File: config.mk
export PLATFORM = sky130hd
export DESIGN_NAME = uart_spchar_irq
export DESIGN_NICKNAME = d
export VERILOG_FILES = /design/src/rtl/uart_spchar_pkg.sv /design/src/rtl/spchar_matcher.sv /design/src/rtl/spchar_event_decode.sv /design/src/rtl/spchar_flag_bank.sv /design/src/rtl/spchar_summary.sv /design/src/rtl/uart_spchar_irq.sv
export SDC_FILE = /design/constraint.sdc
export NUM_CORES = 1
export LEC_CHECK = 0
export BUFFER_PORTS_ARGS = -buffer_cell sky130_fd_sc_hd__clkbuf_2
export CAP_MARGIN = 25
export CORE_MARGIN = 8
export CORE_UTILIZATION = 35
export CTS_CLUSTER_DIAMETER = 100
export DETAILED_ROUTE_END_ITERATION = 10
export PLACE_DENSITY = 0.74
export SLEW_MARGIN = 20
export SYNTH_ARGS = -nofsm -noshare
export SYNTH_HDL_FRONTEND = slang
export SYNTH_SLANG_ARGS = --single-unit
File: constraint.sdc
create_clock -name clk -period 0.9 [get_ports clk]
set_input_delay 0.135 -clock clk [delete_from_list [all_inputs] [get_ports clk]]
set_output_delay 0.135 -clock clk [all_outputs]
set_load 0.1 [all_outputs]
File: src/rtl/uart_spchar_pkg.sv
package uart_spchar_pkg;
  localparam int unsigned CHAR_W    = 8;
  localparam int unsigned NUM_CMP   = 4;
  localparam int unsigned NUM_FLAGS = 6;
  localparam int unsigned REG_W     = 8;

  // Flag positions (mask bit n enables flag bit n)
  localparam int unsigned FL_XON1  = 0;
  localparam int unsigned FL_XON2  = 1;
  localparam int unsigned FL_XOFF1 = 2;
  localparam int unsigned FL_XOFF2 = 3;
  localparam int unsigned FL_BRK   = 4;
  localparam int unsigned FL_ADDR  = 5;

  typedef logic [NUM_FLAGS-1:0] flag_vec_t;

  // Byte equality used by the comparators
  function automatic logic char_eq(input logic [CHAR_W-1:0] a,
                                   input logic [CHAR_W-1:0] b);
    return ((a ^ b) == '0);
  endfunction

  // Next flag state: read clears, events set; events dominate
  function automatic flag_vec_t flag_next(input flag_vec_t cur,
                                          input logic      clr,
                                          input flag_vec_t set);
    return (clr ? flag_vec_t'('0) : cur) | set;
  endfunction

  // Masked reduction for the summary bit
  function automatic logic masked_any(input flag_vec_t f,
                                      input flag_vec_t m);
    return |(f & m);
  endfunction
endpackage

File: src/rtl/spchar_matcher.sv
module spchar_matcher #(
  parameter int unsigned W = 8,
  parameter int unsigned N = 4
) (
  input  logic               enable,
  input  logic [W-1:0]       data,
  input  logic [N-1:0][W-1:0] cmp_chars,
  output logic [N-1:0]       hits
);
  import uart_spchar_pkg::*;

  for (genvar i = 0; i < N; i++) begin : g_cmp
    logic eq;
    always_comb eq = (data == cmp_chars[i]);
    assign hits[i] = enable & eq;
  end
endmodule

File: src/rtl/spchar_event_decode.sv
module spchar_event_decode
  import uart_spchar_pkg::*;
#(
  parameter int unsigned W = CHAR_W,
  parameter int unsigned N = NUM_CMP
) (
  input  logic                rx_valid,
  input  logic [W-1:0]        rx_data,
  input  logic                rx_bit9,
  input  logic                brk_pulse,
  input  logic                multidrop_en,
  input  logic                spchar_en,
  input  logic [N-1:0][W-1:0] cmp_chars,
  output logic                addr_evt,
  output logic                data_evt,
  output flag_vec_t           set_vec
);
  logic [N-1:0] char_hits;

  assign addr_evt = rx_valid & rx_bit9;
  assign data_evt = rx_valid & ~rx_bit9;

  spchar_matcher #(.W(W), .N(N)) u_match (
    .enable    (data_evt & spchar_en),
    .data      (rx_data),
    .cmp_chars (cmp_chars),
    .hits      (char_hits)
  );

  always_comb begin
    set_vec          = '0;
    set_vec[N-1:0]   = char_hits;
    set_vec[FL_BRK]  = brk_pulse;
    set_vec[FL_ADDR] = addr_evt & multidrop_en;
  end
endmodule

File: src/rtl/spchar_flag_bank.sv
module spchar_flag_bank
  import uart_spchar_pkg::*;
(
  input  logic      clk,
  input  logic      rst_n,
  input  logic      clr,
  input  flag_vec_t set_vec,
  output flag_vec_t flags
);
  flag_vec_t nxt;
  assign nxt = flag_next(flags, clr, set_vec);

  for (genvar i = 0; i < NUM_FLAGS; i++) begin : g_flag
    always_ff @(posedge clk or negedge rst_n) begin
      if (!rst_n) flags[i] <= 1'b0;
      else        flags[i] <= nxt[i];
    end
  end
endmodule

File: src/rtl/spchar_summary.sv
module spchar_summary
  import uart_spchar_pkg::*;
(
  input  flag_vec_t flags,
  input  flag_vec_t mask,
  output logic      irq
);
  assign irq = masked_any(flags, mask);
endmodule

File: src/rtl/uart_spchar_irq.sv
module uart_spchar_irq
  import uart_spchar_pkg::*;
(
  input  logic              clk,
  input  logic              rst_n,
  input  logic              rx_valid,
  input  logic [CHAR_W-1:0] rx_data,
  input  logic              rx_bit9,
  input  logic              brk_pulse,
  input  logic              multidrop_en,
  input  logic              spchar_en,
  input  logic [CHAR_W-1:0] xon1_char,
  input  logic [CHAR_W-1:0] xon2_char,
  input  logic [CHAR_W-1:0] xoff1_char,
  input  logic [CHAR_W-1:0] xoff2_char,
  input  logic [NUM_FLAGS-1:0] irq_mask,
  input  logic              rd_strobe,
  output logic [REG_W-1:0]  rd_data,
  output logic              irq_summary
);
  localparam int unsigned PAD_W = REG_W - NUM_FLAGS;

  logic [NUM_CMP-1:0][CHAR_W-1:0] cmp_chars;
  flag_vec_t set_vec;
  flag_vec_t flags;
  logic      addr_evt;
  logic      data_evt;

  always_comb begin
    cmp_chars[FL_XON1]  = xon1_char;
    cmp_chars[FL_XON2]  = xon2_char;
    cmp_chars[FL_XOFF1] = xoff1_char;
    cmp_chars[FL_XOFF2] = xoff2_char;
  end

  spchar_event_decode #(.W(CHAR_W), .N(NUM_CMP)) u_dec (
    .rx_valid     (rx_valid),
    .rx_data      (rx_data),
    .rx_bit9      (rx_bit9),
    .brk_pulse    (brk_pulse),
    .multidrop_en (multidrop_en),
    .spchar_en    (spchar_en),
    .cmp_chars    (cmp_chars),
    .addr_evt     (addr_evt),
    .data_evt     (data_evt),
    .set_vec      (set_vec)
  );

  spchar_flag_bank u_bank (
    .clk     (clk),
    .rst_n   (rst_n),
    .clr     (rd_strobe),
    .set_vec (set_vec),
    .flags   (flags)
  );

  spchar_summary u_sum (
    .flags (flags),
    .mask  (irq_mask),
    .irq   (irq_summary)
  );

  assign rd_data = {{PAD_W{1'b0}}, flags};
endmodule

[After elaboration in Yosys (flattened, before gate mapping)]
Cells that the tools add are included.
Operators by class
  add/sub/neg operators: 0
  multiply operators: 0
  div/mod/pow operators: 0
  magnitude comparators: 0
  eq/ne operators: 4
  shift operators: 0
  multiplexer cells: 1
  bitwise logic cells: 11
  reduce and logical (&&, ||, !) cells: 1
Operator list (count)
  equality test 8 bit: 4
  bitwise AND 1 bit: 8
  bitwise AND 6 bit: 1
  two-way mux 6 bit: 1
  OR 6 bit: 1
  OR reduction 6 bit: 1
  NOT 1 bit: 1
Storage, ports and cells
  bits in registers: 6
  latch bits: 0
  memory bits (writable): 0
  ROM bits: 0
  logic and storage cells: 23
  memories kept: 0

[Logic depth before layout (Yosys ltp)]
Gate-level depths: netlist of run 1.
  word-level depth: 5
  depth in mapped cells: 4

[By module]
From an unflattened synthesis of run 1, not the netlist that was laid out.
Second synthesis, totals
  cells, all modules: 81
  area, all modules: 779.5 µm²
By module, submodules not included
  spchar_matcher: times used 1, cells an instance 56, area each 493.0 µm², seq. area each 0.0 µm²
  spchar_flag_bank: times used 1, cells an instance 13, area each 198.9 µm², seq. area each 150.1 µm²
  spchar_event_decode: times used 1, cells an instance 5, area each 41.3 µm², seq. area each 0.0 µm²
  spchar_summary: times used 1, cells an instance 4, area each 27.5 µm², seq. area each 0.0 µm²
  uart_spchar_irq: times used 1, cells an instance 3, area each 18.8 µm², seq. area each 0.0 µm²

[Worst setup path before layout of run 1]
OpenSTA, ideal clock, no wires.
  kind: reg2out
  from: register u_bank.flags[3]
  to: output port irq_summary
  arrival: 1.910 ns
  path slack: -1.145 ns
  cell stages (with the launch flop): 3
  path buffers: 0
  cell sequence: dfrtp_1 > a22oi_1 > nand3_1
On the way
  cells in the longest elaborated chain, start to end: 2
Ends and longest elaborated chain
  from (decl): RTL line spchar_flag_bank.sv:8  | output flag_vec_t flags
  from (signal, indexed assignment): RTL line spchar_flag_bank.sv:16  | else flags[i] <= nxt[i];
  bitwise AND 6 bit: RTL line uart_spchar_pkg.sv:33  | return |(f & m);
  OR reduction 6 bit: RTL line uart_spchar_pkg.sv:33
  to (decl): RTL line uart_spchar_irq.sv:19  | output logic irq_summary
Every way passes these cells.

[Worst setup path after layout of run 1]
Ends and elaborated chain as after synthesis.

==> impl_summary.txt, run 1 <==
----------------------------------------------------
[Setup path]
  Classification of the worst setup path ... reg2out
  Worst path slowest cell ... sky130_fd_sc_hd__dfrtp_4
  Cell family with most CP delay ... flip-flops
  Startpoint class of the critical path ... flip-flop
  Crit-path max FO ... 2
  Worst reg-to-reg path cell count ... 3
  Buf+Inv Stages, Crit Path ... 1
  CP max stage delay ... 0.47 ns
  Startpoint of the lowest-slack register-to-register path ... u_bank.flags[5]
  CP cell instances ... a22oi_2 > nand3_4 > buf_12
  Required time of the worst setup path ... 0.76 ns
  WP data arrival ... 1.22 ns
  Reg2Reg Setup Slack ... -0.11 ns
  Critical R2R Capture ... u_bank.flags[5]
  Nature of the critical path endpoint ... output pin

[Route]
  Routed via count ... between 700 and 800
  Routed wire length ... 2.27 mm
  First drt pass iteration count ... 4
  Detailed Route Iter0 Violations ... 10
  Antenna Nets Post-Route ... 0
  WL/cell ... 13.8 um
  Vias per cell ... approximately 4.7
  DRC errors left ... 0

[Synth]
  Leading cell types by total area after synthesis ... sky130_fd_sc_hd__xnor2_1 41%, sky130_fd_sc_hd__dfrtp_1 22%, sky130_fd_sc_hd__buf_6 8.3%, sky130_fd_sc_hd__nand4_1 7.4%, sky130_fd_sc_hd__a22oi_1 3.3%
  Most used standard cell by instance count after synthesis ... sky130_fd_sc_hd__xnor2_1
  Cell type with the largest total area after synthesis ... sky130_fd_sc_hd__xnor2_1
  Post-synthesis sequential area ratio ... 22.1%
  Netlist area before placement ... 679 um2
  Ys flop type ... sky130_fd_sc_hd__dfrtp_1
  Combinational family with the most area after synthesis ... XOR/XNOR gates
  Simple-Gate Fraction of Synth Area ... 11.4%
  Number of flops mapped to enable cells by yosys ... 0
  Most instantiated cells after synthesis ... 32 x sky130_fd_sc_hd__xnor2_1, 8 x sky130_fd_sc_hd__nand4_1, 6 x sky130_fd_sc_hd__dfrtp_1, 5 x sky130_fd_sc_hd__buf_6, 4 x sky130_fd_sc_hd__nand2_1
  Mapped Avg Cell Area ... slightly above 9 um2
  Synth Instances ... 73
  Area fraction in compound gates after synthesis ... 11.0%
  Register bit total from synthesis ... 6
  Synth top area share ... approximately two fifths
  Share of synthesized registers carrying an async set or reset ... 100%
  Fraction of synthesized cell area in xor and xnor cells ... 41.3%
  Portion of netlist area occupied by mux cells ... 0%
  Synth warn ... 0
  Post-synthesis cell type count ... 16
  Post-Synth Adder-Cell Area ... 0%

[STA]
  Post-route fraction of the period consumed by the critical path ... 151%
  Count of final max-slew check failures ... 0
  Layout Skew ... 0 ns
  Final setup margin ... -0.456 ns
  Maximum achievable frequency ... between 700 and 800 MHz
  RSZ-0062 raised after global routing ... yes
  Worst slack on hold paths ... ~0.083 ns
  Fin crit period ... 1.36 ns
  Setup Viol. Count Final ... 10
  Endpoints failing hold ... 0

[Placed design]
  Post-detailed-placement half-perimeter wirelength ... 2.06 mm
  # port buffers ... 60
  Count of placed standard cells including taps ... around 160
  Placer's final routability congestion estimate ... 0.744

[Final layout]
  Nets ... about 190
  Proportion of layout cells with a drive suffix above 1 ... 62.8%
  Antenna Cells ... 0
  Final Instance Count excl. Fillers ... roughly 160
  Register with the most flip-flops ... u_bank.flags
  Filler cells ... 166
  Area delta synth->final ... 79.9%
  Largest registers ... u_bank.flags x6
  Finished Core Util ... 64.3%
  Largest register FFs ... 6

[Min path]
  Hold EP ... u_bank.flags[4]
  Worst hold-check path type ... in2reg
  Number of instances on the worst hold path ... 2
  Min-Delay Startpoint ... brk_pulse

[Die]
  DIE WIDTH ... 60.1 um
  Floorplan die area ... 3610 um2
  Die Height ... 60.1 um
  Core box area ... 1900 um2
  Num rows ... 16
  Effective utilization at floorplan ... 35.7%
  I/O pin count ... 63

[Clock tree]
  Max Root-Sink Buffers ... 2
  Count of clock tree sinks ... 6
  CTS tree ... yes
  Clock latency on the worst-skew pair ... 0.25 ns
  H-tree levels ... 1
  CTS Root Cell ... sky130_fd_sc_hd__clkbuf_4
  Number of buffers inserted during clock tree synthesis ... 3
  Clock-pin slew on the worst setup and hold paths ... ~0.04 ns

[Global route]
  Initial antenna violation count ... 0
  Global-route wire length before repair ... 3.55 mm
  GRT Residual Overflow ... 0
  Number of global-route vias before repair ... a little under 900
  Total Routing Usage GR ... 13.0%
  Largest net degree at the start of global routing ... 7

[Power and ir drop]
  Peak supply drop ... 0.431 mV
  Total power density per cell area ... 886 nW/um2
  Leakage power total ... ~0.54 nW
  Total power of the final layout ... around 1.1 mW

[Outcome]
  Violations in the final reports ... setup timing
  Run status ... finished, violations left

[Run]
  Total of max-cap violations ... 0

----------------------------------------------------
worst max-delay path by stage:
| stage | startpoint | end | slack, ns | cells after the start |
|---|---|---|---|---|
| 3_5_place_dp | u_bank.flags[3] | irq_summary | -0.21 | 3 |
| 5_1_grt | u_bank.flags[0] | irq_summary | -0.49 | 3 |
| 4_1_cts | u_bank.flags[3] | irq_summary | -0.48 | 3 |
| 3_3_place_gp | u_bank.flags[3] | irq_summary | -0.17 | 3 |
| 2_1_floorplan | u_bank.flags[0] | irq_summary | -0.39 | 2 |
| 6_report | u_bank.flags[3] | irq_summary | -0.46 | 3 |
metrics by stage:
| step | area, um2 | setup slack (ns) | TNS (ns) |
|---|---|---|---|
| 2_1_floorplan | 733 | -0.386 | -0.483 |
| 3_3_place_gp | 1130 | -0.170 | -0.189 |
| 3_5_place_dp | 1130 | -0.212 | -0.368 |
| 4_1_cts | 1190 | -0.477 | -2.15 |
| 5_1_grt | 1220 | -0.488 | -2.62 |
| 6_report | 1220 | -0.456 | -2.39 |
worst reg2reg max path, stage by stage (launching register included):
cell                      delay, ns
sky130_fd_sc_hd__dfrtp_4       0.47
sky130_fd_sc_hd__buf_6         0.13
sky130_fd_sc_hd__buf_6         0.10
sky130_fd_sc_hd__a32o_1        0.20
kinds of logic (layout without fill, tap and decap cells):
kind of cell / after synthesis / after routing
AOI/OAI and AO/OA: 9 / 9
other: 1 / 2
buffers and inverters: 11 / 74
DFF: 6 / 6
xor gates and xnor gates: 32 / 32
and+or+nand+nor: 14 / 14
placed cells by master, fill, tap and decap left out:
| cell | count |
|---|---|
| sky130_fd_sc_hd__inv_1 | 1 |
| sky130_fd_sc_hd__nand4_1 | 8 |
| sky130_fd_sc_hd__nand2_1 | 3 |
| sky130_fd_sc_hd__buf_6 | 7 |
| sky130_fd_sc_hd__dlygate4sd3_1 | 1 |
| sky130_fd_sc_hd__buf_12 | 7 |
| sky130_fd_sc_hd__dfrtp_4 | 6 |
| sky130_fd_sc_hd__o31ai_1 | 1 |
| sky130_fd_sc_hd__clkbuf_4 | 3 |
| sky130_fd_sc_hd__buf_4 | 2 |
| sky130_fd_sc_hd__nand3b_1 | 1 |
| sky130_fd_sc_hd__a21o_1 | 1 |
| sky130_fd_sc_hd__o31ai_2 | 3 |
| sky130_fd_sc_hd__conb_1 | 2 |
| sky130_fd_sc_hd__nand2_2 | 1 |
| sky130_fd_sc_hd__clkbuf_2 | 53 |
| sky130_fd_sc_hd__xnor2_1 | 32 |
| sky130_fd_sc_hd__a22oi_2 | 3 |
| sky130_fd_sc_hd__a32o_1 | 1 |
| sky130_fd_sc_hd__nand3_4 | 1 |
routing by layer:
layer	wire length, um	GRT usage [%]	share of wire, %
met1	788	12.5	35
met4	26	5.10	1.1
met5	0	0	0
met2	1160	24.0	51
met3	287	5.16	13
area by class of cell:
type	instances	area, um2	area share [%]
Timing Repair Buffer	70	509	41.7
Multi-Input combinational cell	57	480	39.3
Sequential cell	6	173	14.1
Tap cell	27	33.8	2.76
Clock buffer	3	22.5	1.84
Inverter	1	3.75	0.307
report_power, final:
| part | total [mW] | internal (mW) | switching [mW] |
|---|---|---|---|
| clock | 0.252 | 0.151 | 0.101 |
| combinational | 0.543 | 0.260 | 0.284 |
| sequential | 0.288 | 0.282 | 0.00599 |
timing repair:
action,CTS,global route
gates resized for setup,6,6
pin swaps,0,1
endpoints found under the setup margin,8,10
buffers inserted,1,4
endpoints found under the hold margin,6,0
hold buffers,1,0
Note: power is estimated with default switching activity, not from simulation.
==> inputs of run 2 (changes only) <==
--- a/config.mk
+++ b/config.mk
@@ -8,10 +8,10 @@
 export BUFFER_PORTS_ARGS = -buffer_cell sky130_fd_sc_hd__clkbuf_2
 export CAP_MARGIN = 25
 export CORE_MARGIN = 8
-export CORE_UTILIZATION = 35
+export CORE_UTILIZATION = 33
 export CTS_CLUSTER_DIAMETER = 100
 export DETAILED_ROUTE_END_ITERATION = 10
-export PLACE_DENSITY = 0.74
+export PLACE_DENSITY = 0.73
 export SLEW_MARGIN = 20
 export SYNTH_ARGS = -nofsm -noshare
 export SYNTH_HDL_FRONTEND = slang
==> constraint.sdc (replaced) <==
create_clock -name clk -period 1.1 [get_ports clk]
set_input_delay 0.165 -clock clk [delete_from_list [all_inputs] [get_ports clk]]
set_output_delay 0.165 -clock clk [all_outputs]
set_load 0.1 [all_outputs]
==> impl_summary.txt, run 2 (synthesis gave the netlist of run 1 again) <==
----------------------------------------------------
[Final layout]
  Largest registers ... u_bank.flags x6 (unchanged)
  Largest register FFs ... 6 (unchanged)
  Proportion of layout cells with a drive suffix above 1 ... 60.6% (was 62.8%)
  Register with the most flip-flops ... u_bank.flags (unchanged)
  Final Cell Area ... 1200 um2 (was 1220 um2)
  Antenna Cells ... 0 (unchanged)
  Commonest non-fill, non-tap cell in the layout ... sky130_fd_sc_hd__clkbuf_2 (unchanged)
  Leading cell types in the layout, fill and taps excluded ... 53 x sky130_fd_sc_hd__clkbuf_2, 32 x sky130_fd_sc_hd__xnor2_1, 8 x sky130_fd_sc_hd__nand4_1, 7 x sky130_fd_sc_hd__buf_12, 6 x sky130_fd_sc_hd__dfrtp_4 (was 53 x sky130_fd_sc_hd__clkbuf_2, 32 x sky130_fd_sc_hd__xnor2_1, 8 x sky130_fd_sc_hd__nand4_1, 7 x sky130_fd_sc_hd__buf_12, 7 x sky130_fd_sc_hd__buf_6)
  Nets ... 193 (unchanged)
  Finished Core Util ... 61.3% (was 64.3%)
  Area delta synth->final ... 77.0% (was 79.9%)

[STA]
  Fin crit period ... 1.40 ns
  Worst slack on hold paths ... 0.118 ns (was 0.0835 ns)
  RSZ-0062 raised after global routing ... yes (unchanged)
  Maximum achievable frequency ... 714 MHz
  Post-route fraction of the period consumed by the critical path ... 127%
  Setup Viol. Count Final ... 7 (was 10)
  Endpoints failing hold ... 0 (unchanged)
  Count of final max-slew check failures ... 0 (unchanged)
  Final setup margin ... -0.300 ns (was -0.456 ns)
  Layout Skew ... 0 ns (unchanged)

[Setup path]
  Worst setup path startpoint ... u_bank.flags[2] (was u_bank.flags[3])
  Classification of the worst setup path ... reg2out (unchanged)
  End point of the critical path ... irq_summary (unchanged)
  Startpoint class of the critical path ... flip-flop (unchanged)
  WP data arrival ... 1.24 ns (was 1.22 ns)
  WP depth ... 3 (unchanged)
  Startpoint of the lowest-slack register-to-register path ... u_bank.flags[0] (was u_bank.flags[5])
  Buf+Inv Stages, Crit Path ... 1 (unchanged)
  Crit-path max FO ... 2 (unchanged)
  Worst reg-to-reg path cell count ... 4 (was 3)
  Nature of the critical path endpoint ... output pin (unchanged)
  CP max stage delay ... 0.47 ns (about the same)
  Worst path slowest cell ... sky130_fd_sc_hd__dfrtp_4 (unchanged)
  Critical R2R Capture ... u_bank.flags[0] (was u_bank.flags[5])
  CP cell instances ... a22oi_2 > nand3_4 > buf_12 (unchanged)
  Required time of the worst setup path ... 0.94 ns (was 0.76 ns)
  Cell family with most CP delay ... flip-flops (unchanged)
  Reg2Reg Setup Slack ... 0.13 ns (was -0.11 ns)

[Route]
  Vias per cell ... 4.50 (was 4.66)
  DRC errors left ... 0 (unchanged)
  Antenna Nets Post-Route ... 0 (unchanged)
  First drt pass iteration count ... 3 (was 4)
  Detailed Route Iter0 Violations ... 6 (was 10)
  Routed via count ... 738 (was 764)
  Routed length on met2 ... 1.07 mm (was 1.16 mm)
  Post-Route M1 WL ... 902 um (was 788 um)
  Detailed route wirelength on metal3 ... 252 um (was 287 um)
  Top Layer Used ... met4 (unchanged)
  WL/cell ... 13.8 um (about the same)
  Routed wire length ... 2.26 mm (was 2.27 mm)

[Global route]
  GRT Residual Overflow ... 0 (unchanged)
  Initial antenna violation count ... 0 (unchanged)
  Number of global-route vias before repair ... 891 (was 877)
  Global-route wire length before repair ... 3.46 mm (was 3.55 mm)
  Total Routing Usage GR ... 12.3% (was 13.0%)
  Largest net degree at the start of global routing ... 7 (unchanged)

[Die]
  Effective utilization at floorplan ... 34.6% (was 35.7%)
  Die Height ... 61.4 um (was 60.1 um)
  I/O pin count ... 63 (unchanged)
  Num rows ... 16 (unchanged)
  Floorplan die area ... 3770 um2 (was 3610 um2)
  Core box area ... 1960 um2 (was 1900 um2)
  DIE WIDTH ... 61.4 um (was 60.1 um)

[Clock tree]
  Max Root-Sink Buffers ... 2 (unchanged)
  Number of buffers inserted during clock tree synthesis ... 3 (unchanged)
  CTS Root Cell ... sky130_fd_sc_hd__clkbuf_4 (unchanged)
  Count of clock tree sinks ... 6 (unchanged)
  H-tree levels ... 1 (unchanged)
  Clock-pin slew on the worst setup and hold paths ... 0.04 ns (about the same)
  CTS tree ... yes (unchanged)
  Clock latency on the worst-skew pair ... 0.25 ns (about the same)

[Power and ir drop]
  Peak supply drop ... 0.387 mV (was 0.431 mV)
  Total power density per cell area ... 727 nW/um2 (was 886 nW/um2)
  Total power of the final layout ... 874 uW (was 1.08 mW)
  Leakage power total ... 0.537 nW (was 0.542 nW)

[Min path]
  Number of instances on the worst hold path ... 2 (unchanged)
  Worst hold-check path type ... in2reg (unchanged)

[Placed design]
  Placer's final routability congestion estimate ... 0.748 (was 0.744)
  # port buffers ... 60 (unchanged)
  Area post-placement ... 1130 um2 (unchanged)
  Setup slack at placement ... -0.0335 ns (was -0.212 ns)
  Post-detailed-placement half-perimeter wirelength ... 2.08 mm (was 2.06 mm)

[Outcome]
  Violations in the final reports ... setup timing (unchanged)
  Run status ... finished, violations left (unchanged)

[Run]
  Total of max-cap violations ... 0 (unchanged)

----------------------------------------------------
-- run 2: cell counts in the layout (fill, tap and decap cells not counted) --
No cell type changed its count.
-- run 2: worst min-delay path by stage --
| stage | start | end | slack (ns) |
|---|---|---|---|
| 2_1_floorplan | rst_n | u_bank.flags[0] | -0.13 |
| 3_3_place_gp | rst_n | u_bank.flags[0] | -0.009 |
| 3_5_place_dp | rst_n | u_bank.flags[2] | -0.0005 |
| 4_1_cts | brk_pulse | u_bank.flags[4] | 0.11 |
| 5_1_grt | brk_pulse | u_bank.flags[4] | 0.13 |
| 6_report | brk_pulse | u_bank.flags[4] | 0.12 |
-- run 2: power by group --
| group | switching, mW | leakage, nW | internal [mW] |
|---|---|---|---|
| registers | 0.00474 | 0.0696 | 0.231 |
| logic | 0.228 | 0.454 | 0.207 |
| clock network | 0.0802 | 0.0138 | 0.123 |
-- run 2: metrics by stage --
stage	setup TNS (ns)	instances
final	-0.855	164
after global routing	-0.985	164
after CTS	-0.831	162
after detailed placement	-0.0335	157
after global placement	-0.000134	157
after floorplan	-0.216	74
-- run 2: per-layer routing --
metal / global-route usage [%] / vias to the layer above
met1: 12.2 / 317
met3: 4.18 / 4
met5: 0 / -
met4: 6.82 / 0
met2: 21.8 / 46
li1: - / 371
-- run 2: timing repair --
action | CTS | global route
hold endpoints to repair | 6 | 0
pin swaps | 0 | 1
setup endpoints to repair | 7 | 7
hold buffers | 1 | 0
gates resized for setup | 4 | 3
gates cloned | 0 | 0
buffers inserted | 1 | 4
-- run 2: cell type report --
class	instances	area [um2]
Multi-Input combinational cell	57	468
Tap cell	27	33.8
Timing Repair Buffer	70	502
Sequential cell	6	173
Clock buffer	3	22.5
Fill cell	194	759
Inverter	1	3.75
